## src/rtl/cache_tag_pkg.sv

```systemverilog
package cache_tag_pkg;
  // Width of an index able to address n items; at least one bit.
  function automatic int idx_w(input int n);
    return (n <= 1) ? 1 : $clog2(n);
  endfunction
endpackage

```

## src/rtl/ctag_match.sv

```systemverilog
module ctag_match #(
  parameter int WAYS  = 2,
  parameter int TAG_W = 7,
  localparam int WAY_W = cache_tag_pkg::idx_w(WAYS)
) (
  input  logic [WAYS-1:0][TAG_W-1:0] way_tags,
  input  logic [WAYS-1:0]            way_valid,
  input  logic [TAG_W-1:0]           look_tag,
  output logic [WAYS-1:0]            hit_vec,
  output logic                       hit,
  output logic [WAY_W-1:0]           hit_way
);
  // one comparator per way, all working in parallel
  for (genvar g = 0; g < WAYS; g++) begin : g_cmp
    assign hit_vec[g] = way_valid[g] && (way_tags[g] == look_tag);
  end

  assign hit = |hit_vec;

  always_comb begin
    hit_way = '0;
    for (int w = 0; w < WAYS; w++) begin
      if (hit_vec[w]) hit_way = WAY_W'(w);
    end
  end
endmodule

```

## src/rtl/ctag_victim.sv

```systemverilog
module ctag_victim #(
  parameter int WAYS = 2,
  localparam int WAY_W = cache_tag_pkg::idx_w(WAYS)
) (
  input  logic [WAYS-1:0]            way_valid,
  input  logic [WAYS-1:0][WAY_W-1:0] way_age,
  output logic [WAY_W-1:0]           victim
);
  localparam logic [WAY_W-1:0] OLDEST = WAY_W'(WAYS - 1);

  always_comb begin
    victim = '0;
    // fallback: the way with the largest age is least recently used
    for (int w = 0; w < WAYS; w++) begin
      if (way_age[w] == OLDEST) victim = WAY_W'(w);
    end
    // an empty way wins; scanning downward leaves the lowest index
    for (int w = WAYS - 1; w >= 0; w--) begin
      if (!way_valid[w]) victim = WAY_W'(w);
    end
  end
endmodule

```

## src/rtl/ctag_lru.sv

```systemverilog
module ctag_lru #(
  parameter int WAYS = 2,
  parameter int SETS = 2,
  localparam int WAY_W = cache_tag_pkg::idx_w(WAYS),
  localparam int SET_W = cache_tag_pkg::idx_w(SETS)
) (
  input  logic                       clk,
  input  logic                       rst,
  input  logic                       touch,
  input  logic [SET_W-1:0]           set_sel,
  input  logic [WAY_W-1:0]           touch_way,
  output logic [WAYS-1:0][WAY_W-1:0] set_age
);
  // per-set age ranks: 0 = most recent, WAYS-1 = least recent
  logic [SETS-1:0][WAYS-1:0][WAY_W-1:0] age_q;
  logic [WAY_W-1:0] ref_age;

  assign set_age = age_q[set_sel];
  assign ref_age = age_q[set_sel][touch_way];

  always_ff @(posedge clk) begin
    if (rst) begin
      for (int s = 0; s < SETS; s++)
        for (int w = 0; w < WAYS; w++)
          age_q[s][w] <= WAY_W'(w);
    end else if (touch) begin
      for (int w = 0; w < WAYS; w++) begin
        if (WAY_W'(w) == touch_way)
          age_q[set_sel][w] <= '0;
        else if (age_q[set_sel][w] < ref_age)
          age_q[set_sel][w] <= age_q[set_sel][w] + 1'b1;
      end
    end
  end


  mru_zero_chk: assert property (@(posedge clk) disable iff (rst)
    touch |=> age_q[$past(set_sel)][$past(touch_way)] == '0);
endmodule

```

## src/rtl/cache_tag_ctrl.sv

```systemverilog
module cache_tag_ctrl #(
  parameter int WAYS    = 2,
  parameter int SETS    = 2,
  parameter int BLOCK_W = 8,
  localparam int WAY_W  = cache_tag_pkg::idx_w(WAYS),
  localparam int SET_W  = cache_tag_pkg::idx_w(SETS),
  localparam int TAG_W  = BLOCK_W - SET_W
) (
  input  logic               clk,
  input  logic               rst,
  input  logic               req_valid,
  input  logic [BLOCK_W-1:0] req_block,
  input  logic               req_write,
  output logic               rsp_valid,
  output logic               rsp_hit,
  output logic [WAY_W-1:0]   rsp_way,
  output logic               rsp_evict,
  output logic [BLOCK_W-1:0] rsp_evict_block
);
  logic [SETS-1:0][WAYS-1:0]            valid_q;
  logic [SETS-1:0][WAYS-1:0]            dirty_q;
  logic [SETS-1:0][WAYS-1:0][TAG_W-1:0] tag_q;

  logic [SET_W-1:0]            lk_set;
  logic [TAG_W-1:0]            lk_tag;
  logic [WAYS-1:0]             set_valid, set_dirty, hit_vec;
  logic [WAYS-1:0][TAG_W-1:0]  set_tags;
  logic [WAYS-1:0][WAY_W-1:0]  set_age;
  logic                        hit;
  logic [WAY_W-1:0]            hit_way, vic_way, acc_way;
  logic                        evict_now;

  assign lk_set    = req_block[SET_W-1:0];
  assign lk_tag    = req_block[BLOCK_W-1:SET_W];
  assign set_valid = valid_q[lk_set];
  assign set_dirty = dirty_q[lk_set];
  assign set_tags  = tag_q[lk_set];

  ctag_match #(.WAYS(WAYS), .TAG_W(TAG_W)) u_match (
    .way_tags (set_tags),
    .way_valid(set_valid),
    .look_tag (lk_tag),
    .hit_vec  (hit_vec),
    .hit      (hit),
    .hit_way  (hit_way)
  );

  ctag_victim #(.WAYS(WAYS)) u_victim (
    .way_valid(set_valid),
    .way_age  (set_age),
    .victim   (vic_way)
  );

  ctag_lru #(.WAYS(WAYS), .SETS(SETS)) u_lru (
    .clk      (clk),
    .rst      (rst),
    .touch    (req_valid),
    .set_sel  (lk_set),
    .touch_way(acc_way),
    .set_age  (set_age)
  );

  assign acc_way   = hit ? hit_way : vic_way;
  assign evict_now = !hit && set_valid[vic_way] && set_dirty[vic_way];

  // line state and registered response
  always_ff @(posedge clk) begin
    if (rst) begin
      valid_q         <= '0;
      dirty_q         <= '0;
      rsp_valid       <= 1'b0;
      rsp_hit         <= 1'b0;
      rsp_way         <= '0;
      rsp_evict       <= 1'b0;
      rsp_evict_block <= '0;
    end else begin
      rsp_valid <= req_valid;
      if (req_valid) begin
        rsp_hit         <= hit;
        rsp_way         <= acc_way;
        rsp_evict       <= evict_now;
        rsp_evict_block <= {set_tags[vic_way], lk_set};
        valid_q[lk_set][acc_way] <= 1'b1;
        dirty_q[lk_set][acc_way] <= hit ? (set_dirty[acc_way] | req_write)
                                        : req_write;
      end else begin
        rsp_hit         <= 1'b0;
        rsp_way         <= '0;
        rsp_evict       <= 1'b0;
        rsp_evict_block <= '0;
      end
    end
  end

  // tag store needs no reset: valid bits gate every match
  always_ff @(posedge clk) begin
    if (!rst && req_valid && !hit) tag_q[lk_set][vic_way] <= lk_tag;
  end


  evict_on_miss_chk: assert property (@(posedge clk) disable iff (rst)
    rsp_evict |-> (rsp_valid && !rsp_hit));

  rsp_follows_req_chk: assert property (@(posedge clk) disable iff (rst)
    req_valid |=> rsp_valid);

  no_rsp_when_idle_chk: assert property (@(posedge clk) disable iff (rst)
    !req_valid |=> !rsp_valid);

  single_match_chk: assert property (@(posedge clk) disable iff (rst)
    req_valid |-> $onehot0(hit_vec));

  reset_quiet_chk: assert property (@(posedge clk) disable iff (rst)
    $past(rst) |-> (!rsp_valid && !rsp_evict));
endmodule

```

## config.mk

```make
export PLATFORM = sky130hd
export DESIGN_NAME = cache_tag_ctrl
export DESIGN_NICKNAME = d
export VERILOG_FILES = /design/src/rtl/cache_tag_pkg.sv /design/src/rtl/ctag_match.sv /design/src/rtl/ctag_victim.sv /design/src/rtl/ctag_lru.sv /design/src/rtl/cache_tag_ctrl.sv
export SDC_FILE = /design/constraint.sdc
export NUM_CORES = 1
export LEC_CHECK = 0
export BUFFER_PORTS_ARGS = -buffer_cell sky130_fd_sc_hd__buf_2
export CELL_PAD_IN_SITES_DETAIL_PLACEMENT = 2
export CELL_PAD_IN_SITES_GLOBAL_PLACEMENT = 2
export CORE_AREA = 2 2 91 75
export CTS_BUF_LIST = sky130_fd_sc_hd__clkbuf_2 sky130_fd_sc_hd__clkbuf_4 sky130_fd_sc_hd__clkbuf_8
export CTS_CLUSTER_DIAMETER = 80
export DETAILED_ROUTE_END_ITERATION = 7
export DIE_AREA = 0 0 93 77
export GPL_ROUTABILITY_DRIVEN = 0
export HOLD_SLACK_MARGIN = 0.02
export MAX_ROUTING_LAYER = met4
export PLACE_DENSITY = 0.79
export SKIP_LAST_GASP = 1
export SYNTH_ARGS = -nofsm -noshare
export SYNTH_HDL_FRONTEND = slang
export SYNTH_SLANG_ARGS = --single-unit
```

## constraint.sdc

```tcl
create_clock -name clk -period 1.9 [get_ports clk]
set_input_delay 0 -clock clk [delete_from_list [all_inputs] [get_ports clk]]
set_output_delay 0 -clock clk [all_outputs]
set_load 0.02 [all_outputs]
```

==> results by group, run 1 <==
Layout
  – Share of post-route cells with drive strength above 1: 0.4833
  – Final #Nets: 280
  – Fin area: 3344 um2
  – Area Growth Syn to Fin: 44.80%
  – Fin util: 0.5355
  – Fill cells: 605
  – Diode count: 0

STA
  – Setup violations, final: 42
  – Final hold slack: 0.07945 ns
  – Fin crit share: 1.200
  – Max Freq: 0.4385 GHz
  – Final Hold Viols: 0
  – RSZ-0062 raised after global routing: yes
  – Slew headroom: 0.6300
  – Measured slew at the worst slew-check pin: 0.5550 ns
  – Final worst path period need: 2.281 ns
  – Final Slew Violations: 0
  – Setup clock skew after layout: 0.01705 ns
  – Fin worst setup slack: -0.3807 ns

Status
  – Failing checks: negative setup slack
  – Status: complete, but fails checks

CTS
  – CTS root buf: clkbuf_8
  – CTS H-tree lvls: 2
  – Worst skew pair latency: 0.33 ns
  – Clock slew at reported path FFs: 0.11 ns
  – TritonCTS clock tree: done
  – CTS Sinks: 52
  – Max clock buf depth: 2
  – Num CTS Buffers: 5

Setup path
  – Crit path DAT: 2.53 ns
  – Setup crit end kind: flip-flop
  – Worst Path Required: 2.15 ns
  – Crit Path Max Fanout: 4
  – Startpoint Class: flip-flop
  – Worst r2r src: tag_q[5]$_DFFE_PP_
  – CP Class: flip-flop to flip-flop
  – CP startpoint: tag_q[5]$_DFFE_PP_

Flow run
  – Max-cap violations: 0

Logic synthesis
  – Number of synthesized register bits: 52
  – Synthesized Nets: 190
  – Post-synthesis sequential area ratio: 0.5720
  – Largest area contributor in the netlist: edfxtp_1
  – Yosys warns: 0
  – Distinct cells, synth: 43
  – Post-synth top area share: 0.3640
  – Mapped Area: 2310 um2
  – Area contributors post-synth: edfxtp_1 36%, dfxtp_1 21%, mux2i_1 7.4%, xor2_1 3.8%, mux4_2 2.9%
  – Post-synth EDFFs: 28
  – Top_reg_cell synth: edfxtp_1
  – Asr flop ratio synth: 0
  – Synthesized area per cell: 12.98 um2
  – Syn Inst Count: 178
  – Top-count cell post-synth: edfxtp_1
  – Synth cell count leaders: 28 x edfxtp_1, 24 x dfxtp_1, 17 x mux2i_1

Drt
  – Iter 0 DRT Violations: 137
  – Routed vias: 1,947
  – Antenna Nets Post-Route: 0
  – Final wirelength: 10,350 um
  – Vias per inst: 5.516
  – Remaining DRCs: 0
  – Routed WL per cell: 29.31 um
  – Pre-antenna DRT Iters: 4

Pwr
  – Register share of total power: 0.493
  – Clock network fraction of total power: 0.330
  – NetSw: 695.5 uW
  – Leakage power: 0.001330 uW
  – Sw Ratio: 0.2765
  – Combinational share of power: 0.177
  – Total power: 2515 uW
  – Worst vdd ir: 0.3857 mV
  – P per Cell Area: 752.0 nW/um2
  – Int Power: 1820 uW

Placed design
  – Detail Placement HPWL: 5314 um
  – PortBufs: 23
  – Place WS: -0.8029 ns
  – Placed instance area: 2821 um2

Die
  – FP Rows: 26
  – Starting Density: 0.3698
  – CORE AREA: 6246 um2
  – I/O Pins: 24
  – Die Ht: 77 um
  – Die width: 93 um
  – Full die area: 7161 um2

Worst hold path
  – Hold Startpoint: req_block[1]
  – HP Class: input port to flip-flop

GRT
  – GR Util All Layers: 0.2754
  – First-pass GRT wire length: 13,750 um
  – Largest net degree at the start of global routing: 17
  – Initial antenna violation count: 0
  – Vias in the first global route: 2,086
  – Gr ovfl total: 0
## cell type report
cell class,instances,area [um2],area share
clock buffer,6,76.32,0.02282
inverter,6,22.52,0.006734
timing repair buffer,91,699.4,0.2091
sequential,52,1325,0.3962
multi-input combinational,112,1077,0.3221
tap,84,105.1,0.03143
clock inverter,2,38.79,0.01160
## state kept, by name, summed over array words and instances, names as in the netlist
signal	count
tag_q	28
dirty_q	4
valid_q	4
u_lru.age_q	4
rsp_evict_block	8
rsp_way	1
rsp_evict	1
rsp_valid	1
rsp_hit	1
## what timing repair did
action,CTS,global route
hold buffers,7,0
endpoints found under the hold margin,16,0
resized for setup,19,20
pin swaps,5,9
endpoints found under the setup margin,43,46
buffers inserted,5,11
## routing by layer
layer	wire, um	vias up	global-route usage	part of all wire
li1	-	838	-	-
met1	4657	1027	0.3734	0.45
met2	5091	71	0.4341	0.49
met4	178	0	0.08676	0.017
met3	421	11	0.03242	0.041
met5	0	-	-	0
## cells in the final DEF (no fill, tap or decap), drive strengths merged, types with 4 or more instances in the layout
master       instances
a211oi               8
a21oi                8
and2                 4
buf                 84
clkbuf               6
dfxtp               24
dlygate4sd3          7
edfxtp              28
inv                  7
mux2i               17
nand2                8
nor2                 5
nor2b                5
nor3                 8
xnor2                6
xor2                10
## stage by stage
stage          cells  TNS [ns]
6_report         353    -9.258
3_3_place_gp     323    -15.58
4_1_cts          343    -5.523
5_1_grt          353    -11.28
3_5_place_dp     323    -23.16
2_1_floorplan    178    -2.786
## critical path, stage by stage, from the launching register on
cell	delay [ns]
edfxtp_1	0.46
mux2i_2	0.27
xor2_1	0.26
nand4_2	0.18
buf_6	0.17
o21ai_4	0.19
buf_4	0.16
buf_4	0.12
a41oi_1	0.16
nor2_1	0.22
## power by group through the flow
stage          combinational (uW)  sequential (uW)  clock [uW]
2_1_floorplan                 160             1270           0
3_3_place_gp                  298             1260           0
3_5_place_dp                  318             1260           0
4_1_cts                       367             1240         810
5_1_grt                       463             1240         891
6_report                      445             1240         829
## logic make-up after synthesis
kind of cell,synth area share
compound gates,0.1224
xor+xnor,0.06067
buf+inv,0.03304
flops,0.5720
mux,0.1029
simple gates,0.1089
## worst paths after layout
check                           slack (ns)  cells past startpoint                      end
worst max register to register       -0.38                      9  valid_q[2]$_SDFFE_PP0P_
worst max-delay path                 -0.38                      9  valid_q[2]$_SDFFE_PP0P_
worst min register to register        0.51                      1  valid_q[1]$_SDFFE_PP0P_
worst min-delay path                  0.08                      2       tag_q[7]$_DFFE_PP_
No activity file was read; power rests on OpenSTA's default activity.
==> run 2, diff against run 1 <==
--- a/config.mk
+++ b/config.mk
@@ -16,7 +16,8 @@
 export GPL_ROUTABILITY_DRIVEN = 0
 export HOLD_SLACK_MARGIN = 0.02
 export MAX_ROUTING_LAYER = met4
-export PLACE_DENSITY = 0.79
+export PLACE_DENSITY = 0.76
+export RECOVER_POWER = 100
 export SKIP_LAST_GASP = 1
 export SYNTH_ARGS = -nofsm -noshare
 export SYNTH_HDL_FRONTEND = slang
==> run 2 against run 1 <==
Clock skew is 0.0038 ns lower; sequential power hardly changed; the flow still finishes with violations (negative setup slack); sequential share of layout area is 4.7 points higher; setup slack better by 0.18 ns; die area stayed put; via count is 12% lower; register-to-register slack better by 0.18 ns; utilization is 5.8 points lower; global-route usage is 6.0 points lower; critical path depth is 1 lower; highest routed layer unchanged; count of clock-buffer cells in the layout is 1 lower; fmax is 8.6% higher.
==> results by group, run 2 (same netlist as run 1, synthesis figures left out) <==
Status
  – Status: complete, but fails checks
  – Failing checks: negative setup slack

Drt
  – Remaining DRCs: 0 (unchanged)
  – Metal-1 WL: 3457 um (-26%)
  – Metal2 WL: 3415 um (-33%)
  – Routed WL per cell: 21.70 um (-26%)
  – Metal3 WL: 149 um (-65%)
  – Top Layer Used: met4
  – Iter 0 DRT Violations: 75 (-45%)
  – Vias per inst: 5.245 (-4.9%)
  – Pre-antenna DRT Iters: 4 (unchanged)
  – Antenna Nets Post-Route: 0 (unchanged)
  – Routed vias: 1,715 (-12%)
  – Final wirelength: 7097 um (-31%)

Setup path
  – Cell family with most CP delay: compound AO/OA/AOI/OAI gates
  – Slowest stage delay, CP: 0.46 ns (about the same)
  – CP Class: flip-flop to flip-flop
  – Setup crit end kind: flip-flop
  – Crit path depth: 8 (-1)
  – Worst R2R End: dirty_q[0]$_SDFFE_PP0P_
  – Worst Path Required: 2.12 ns (-0.03 ns)
  – CP max stage cell: edfxtp_1
  – Worst-path cell chain: mux2i_2, xor2_1, nand4_2, buf_6, o21ai_4, buf_4, a311oi_1, a31o_2
  – Crit Path Max Fanout: 6 (+2)
  – WP buf/inv: 2 (-1)
  – Worst r2r src: tag_q[16]$_DFFE_PP_
  – Reg2reg setup slack: -0.20 ns (+0.18 ns)
  – Startpoint Class: flip-flop
  – Crit path DAT: 2.32 ns (-0.21 ns)
  – Worst reg2reg path depth: 8 (-1)

Die
  – Die width: 93 um (unchanged)
  – Full die area: 7161 um2 (unchanged)
  – I/O Pins: 24 (unchanged)
  – Starting Density: 0.3698 (unchanged)
  – FP Rows: 26 (unchanged)
  – CORE AREA: 6246 um2 (unchanged)
  – Die Ht: 77 um (unchanged)

Layout
  – Max reg flops: 28 (unchanged)
  – Final #Nets: 254 (-9.3%)
  – Largest Register: tag_q
  – Share of post-route cells with drive strength above 1: 0.3868 (-0.09644)
  – Most frequent cells in the layout: 33 x buf_4, 28 x edfxtp_1, 24 x dfxtp_1
  – Diode count: 0 (unchanged)
  – Area Growth Syn to Fin: 29.09%
  – Largest regs: tag_q x28, rsp_evict_block x8
  – Commonest non-fill, non-tap cell in the layout: buf_4

CTS
  – CTS H-tree lvls: 2 (unchanged)
  – Clock slew at reported path FFs: 0.10 ns (about the same)
  – CTS root buf: clkbuf_8
  – TritonCTS clock tree: done
  – Worst skew pair latency: 0.32 ns (about the same)
  – Num CTS Buffers: 5 (unchanged)
  – CTS Sinks: 52 (unchanged)
  – Max clock buf depth: 2 (unchanged)

STA
  – Final Slew Violations: 0 (unchanged)
  – Final hold slack: 0.07661 ns (-0.002846 ns)
  – Setup violations, final: 41 (-2.4%)
  – Setup clock skew after layout: 0.01322 ns (-0.003832 ns)
  – Fin crit share: 1.105 (-0.09502)
  – RSZ-0062 raised after global routing: yes
  – Measured slew at the worst slew-check pin: 0.5016 ns (-0.05342 ns)
  – Slew headroom: 0.6656 (+0.03561)
  – Fin worst setup slack: -0.2002 ns (+0.1805 ns)
  – Final Hold Viols: 0 (unchanged)
  – Max Freq: 0.4762 GHz (+8.6%)
  – Final worst path period need: 2.100 ns (-0.1805 ns)

Pwr
  – Leakage power: 0.001143 uW (-14%)
  – Total power: 2229 uW (-11%)
  – P per Cell Area: 747.5 nW/um2 (-0.61%)
  – Int Power: 1619 uW (-11%)
  – NetSw: 609.6 uW (-12%)
  – Combinational share of power: 0.151 (-0.026)
  – Sw Ratio: 0.2735 (-0.002973)
  – Register share of total power: 0.556 (+0.063)
  – Worst vdd ir: 0.3602 mV (-6.6%)
  – Clock network fraction of total power: 0.293 (-0.037)

Worst hold path
  – HP Class: input port to flip-flop
  – Worst Hold Path Cells: 2 (unchanged)
  – Hold Startpoint: rst
  – Hold Crit Endpoint: valid_q[2]$_SDFFE_PP0P_

Flow run
  – Max-cap violations: 0 (unchanged)

GRT
  – Initial antenna violation count: 0 (unchanged)
  – Vias in the first global route: 1,908 (-8.5%)
  – Gr ovfl total: 0 (unchanged)
  – GR Util All Layers: 0.2153 (-0.06006)
  – Largest net degree at the start of global routing: 17 (unchanged)
  – First-pass GRT wire length: 11,240 um (-18%)

Placed design
  – Detail Placement HPWL: 4852 um (-8.7%)
  – PortBufs: 23 (unchanged)
## run 2: changes by cell type in the layout (fill, tap and decap cells not counted), moves of 2 or more
cell	previous run	this run
mux2i_2	2	6
xor2_1	7	10
a41oi_2	0	2
clkbuf_1	0	2
a41oi_1	2	0
buf_2	23	21
buf_4	53	33
o21ai_2	2	0
xor2_2	3	0
buf_12	3	0
mux2i_1	14	11
dlygate4sd3_1	7	5
nor3_1	3	6
nor3_4	5	1
## run 2: cell type report
type                       count  area (um2)
timing repair buffer          65       455.4
clock inverter                 3       17.52
clock buffer                   5       68.82
tap                           84       105.1
sequential                    52        1321
multi-input combinational    112       991.0
fill                         634        3264
inverter                       6       22.52
## run 2: how the worst max path moves through the flow
stage,start,slack [ns],end
6_report,tag_q[16]$_DFFE_PP_,-0.20,dirty_q[0]$_SDFFE_PP0P_
5_1_grt,tag_q[16]$_DFFE_PP_,-0.26,valid_q[2]$_SDFFE_PP0P_
4_1_cts,tag_q[16]$_DFFE_PP_,-0.10,dirty_q[0]$_SDFFE_PP0P_
3_5_place_dp,req_block[0],-0.29,tag_q[21]$_DFFE_PP_
3_3_place_gp,req_block[0],-0.16,tag_q[10]$_DFFE_PP_
2_1_floorplan,tag_q[24]$_DFFE_PP_,-0.1,tag_q[21]$_DFFE_PP_
## run 2: metal layers
layer / track usage / vias to the layer above
li1: - / 800
met1: 0.3000 / 888
met2: 0.3341 / 20
met3: 0.03045 / 7
met4: 0.05294 / 0
met5: - / -
## run 2: power by group through the flow
| stage | clock network, uW | registers [uW] | logic (uW) |
|---|---|---|---|
| floorplan | 0 | 1270 | 160 |
| global placement | 0 | 1260 | 267 |
| detailed placement | 0 | 1260 | 283 |
| CTS | 657 | 1240 | 314 |
| global route | 694 | 1240 | 361 |
| finish | 652 | 1240 | 338 |
## run 2: timing repair
action                                 in CTS  in global routing
hold buffers                                5                  0
buffers inserted                            6                  5
resized for setup                          11                  8
endpoints found under the hold margin      20                  0
pin swaps                                   6                  9
setup endpoints to repair                  38                 45
## run 2: per-stage QoR
stage	instance area, um2	setup TNS [ns]	instances	utilization	setup slack [ns]
6_report	2982	-6.586	327	0.4774	-0.2002
5_1_grt	2982	-9.391	327	0.4774	-0.2632
4_1_cts	2909	-2.868	322	0.4657	-0.1024
3_5_place_dp	2671	-7.402	303	0.4277	-0.2920
3_3_place_gp	2671	-4.397	303	0.4277	-0.1595
2_1_floorplan	2310	-2.786	178	-	-0.09952
==> run 3, diff against run 2 <==
--- a/config.mk
+++ b/config.mk
@@ -8,17 +8,18 @@
 export BUFFER_PORTS_ARGS = -buffer_cell sky130_fd_sc_hd__buf_2
 export CELL_PAD_IN_SITES_DETAIL_PLACEMENT = 2
 export CELL_PAD_IN_SITES_GLOBAL_PLACEMENT = 2
-export CORE_AREA = 2 2 91 75
+export CORE_AREA = 2 2 86 72
 export CTS_BUF_LIST = sky130_fd_sc_hd__clkbuf_2 sky130_fd_sc_hd__clkbuf_4 sky130_fd_sc_hd__clkbuf_8
 export CTS_CLUSTER_DIAMETER = 80
 export DETAILED_ROUTE_END_ITERATION = 7
-export DIE_AREA = 0 0 93 77
+export DIE_AREA = 0 0 88 74
 export GPL_ROUTABILITY_DRIVEN = 0
 export HOLD_SLACK_MARGIN = 0.02
 export MAX_ROUTING_LAYER = met4
-export PLACE_DENSITY = 0.76
+export PLACE_DENSITY = 0.78
 export RECOVER_POWER = 100
 export SKIP_LAST_GASP = 1
 export SYNTH_ARGS = -nofsm -noshare
 export SYNTH_HDL_FRONTEND = slang
+export SYNTH_HIERARCHICAL = 1
 export SYNTH_SLANG_ARGS = --single-unit
==> constraint.sdc (replaced) <==
create_clock -name clk -period 2 [get_ports clk]
set_input_delay 0 -clock clk [delete_from_list [all_inputs] [get_ports clk]]
set_output_delay 0 -clock clk [all_outputs]
set_load 0.02 [all_outputs]
==> run 3 against run 2 <==
The run still ends with negative setup slack left; critical endpoint unchanged; critical path type unchanged; combinational power increased by 18%; critical path depth is 2 higher; largest power group unchanged; global-route usage is 2.7 points higher.
==> results by group, run 3 <==
STA
  – Setup clock skew after layout: 0.006737 ns (-0.006484 ns)
  – RSZ-0062 raised after global routing: yes
  – Fin worst setup slack: -0.4315 ns (-0.2314 ns)
  – Final Hold Viols: 0 (unchanged)
  – Max Freq: 0.4113 GHz (-14%)
  – Final worst path period need: 2.432 ns (+0.3314 ns)
  – Slew headroom: 0.5966 (-0.06900)
  – Setup violations, final: 42 (+2.4%)
  – Measured slew at the worst slew-check pin: 0.6051 ns (+0.1035 ns)
  – Final Slew Violations: 0 (unchanged)
  – Fin crit share: 1.216 (+0.1104)
  – Final hold slack: 0.05031 ns (-0.02630 ns)

CTS
  – CTS root buf: clkbuf_8
  – CTS Sinks: 52 (unchanged)
  – Max clock buf depth: 2 (unchanged)
  – Num CTS Buffers: 5 (unchanged)
  – TritonCTS clock tree: done
  – Clock slew at reported path FFs: 0.10 ns (about the same)
  – Worst skew pair latency: 0.30 ns (-0.02 ns)
  – CTS H-tree lvls: 2 (unchanged)

Die
  – Starting Density: 0.3945 (+0.02468)
  – Full die area: 6512 um2 (-9.1%)
  – Die Ht: 74 um (-3.9%)
  – Die width: 88 um (-5.4%)
  – FP Rows: 25 (-3.8%)
  – I/O Pins: 24 (unchanged)
  – CORE AREA: 5662 um2 (-9.4%)

Setup path
  – CP max stage cell: edfxtp_1
  – WP buf/inv: 2 (unchanged)
  – Startpoint Class: flip-flop
  – Worst-path cell chain: mux2_2, xnor2_1, nand4_1, nor2_2, or2_4, mux2i_4, buf_4, buf_6, a21oi_2, a311oi_2
  – Cell family with most CP delay: multiplexers
  – Reg2reg setup slack: -0.43 ns (-0.23 ns)
  – Worst Path Required: 2.20 ns (+0.08 ns)
  – Crit path DAT: 2.63 ns (+0.31 ns)
  – Crit Path Max Fanout: 4 (-2)
  – CP Class: flip-flop to flip-flop
  – Slowest stage delay, CP: 0.38 ns (-0.08 ns)
  – Setup crit end kind: flip-flop

GRT
  – GR Layer Usage met3: 0.04329 (+0.01283)
  – Initial antenna violation count: 0 (unchanged)
  – GR Util All Layers: 0.2427 (+0.02737)
  – Routing usage on met2: 0.4242 (+0.09018)
  – First-pass GRT wire length: 10,900 um (-3.0%)
  – GRT busiest layer: met2
  – Gr ovfl total: 0 (unchanged)
  – Vias in the first global route: 1,844 (-3.4%)
  – Routing usage on met1: 0.2928 (-0.007214)
  – Largest net degree at the start of global routing: 20 (+3)

Drt
  – Iter 0 DRT Violations: 128 (+71%)
  – Remaining DRCs: 0 (unchanged)
  – Routed vias: 1,692 (-1.3%)
  – Vias per inst: 5.338 (+1.8%)
  – Pre-antenna DRT Iters: 4 (unchanged)
  – Antenna Nets Post-Route: 0 (unchanged)
  – Routed WL per cell: 25.90 um (+19%)
  – Final wirelength: 8210 um (+16%)

Placed design
  – PortBufs: 23 (unchanged)
  – Detail Placement HPWL: 4429 um (-8.7%)

Layout
  – Largest regs: tag_q x28, rsp_evict_block x8
  – Commonest non-fill, non-tap cell in the layout: edfxtp_1
  – Final #Nets: 247 (-2.8%)
  – Area Growth Syn to Fin: 40.84%
  – Fin util: 0.5556 (+0.07822)
  – Most frequent cells in the layout: 28 x edfxtp_1, 24 x dfxtp_1, 24 x buf_4
  – Largest Register: tag_q
  – Max reg flops: 28 (unchanged)
  – Diode count: 0 (unchanged)
  – Share of post-route cells with drive strength above 1: 0.5000 (+0.1132)

Logic synthesis
  – Yosys warns: 6 (+6)
  – Synthesized area per cell: 12.98 um2 (about the same)
  – Synthesized Nets: 184 (-3.2%)
  – Syn Inst Count: 172 (-3.4%)
  – Mapped Area: 2233 um2 (-3.3%)

Pwr
  – P per Cell Area: 737.8 nW/um2 (-1.3%)
  – Total power: 2321 uW (+4.1%)
  – Leakage power: 0.001231 uW (+7.7%)
  – Worst vdd ir: 0.3496 mV (-2.9%)

Status
  – Failing checks: negative setup slack
  – Status: complete, but fails checks

Worst hold path
  – HP Class: input port to flip-flop

Flow run
  – Max-cap violations: 0 (unchanged)
==> run 3: cell type report <==
type                       instances  area, um2
clock buffer                       5      68.82
clock inverter                     3      42.54
fill                             507       2516
inverter                           6      30.03
multi-input combinational        106       1085
sequential                        52       1321
tap                               81      101.3
timing repair buffer              64      496.7
==> run 3: layer usage <==
metal	up-vias	share of wire
met4	0	0.015
met1	880	0.43
met2	46	0.52
met5	-	0
met3	8	0.032
li1	758	-
==> run 3: worst paths after layout <==
path                                from                          end  depth (start not counted)
max                   tag_q[9]$_DFFE_PP_      dirty_q[0]$_SDFFE_PP0P_                         10
min                         req_block[7]           tag_q[6]$_DFFE_PP_                          1
max reg2reg           tag_q[9]$_DFFE_PP_      dirty_q[0]$_SDFFE_PP0P_                         10
min reg2reg  u_lru/age_q[0]$_SDFFE_PP0P_  u_lru/age_q[1]$_SDFFE_PP1P_                          2
==> run 3: timing repair <==
item                                    CTS  global route
setup buffers                             4             6
pin swaps                                 9             8
hold endpoints to repair                 24             0
endpoints found under the setup margin   42            41
resized for setup                        27            23
hold buffers                              6             0
==> run 3: through the flow <==
step	area [um2]	std cells	worst slack [ns]	setup TNS, ns
2_1_floorplan	2300	172	-0.1169	-2.202
6_report	3146	317	-0.4315	-12.67
3_5_place_dp	2678	294	-0.4950	-17.74
4_1_cts	2982	312	-0.2567	-6.646
3_3_place_gp	2678	294	-0.3978	-13.42
5_1_grt	3146	317	-0.4901	-14.77
==> run 3: report_power, final <==
group / total, uW / switching, uW / internal (uW)
combinational: 400 / 218 / 182
sequential: 1180 / 21.1 / 1160
clock: 739 / 368 / 371
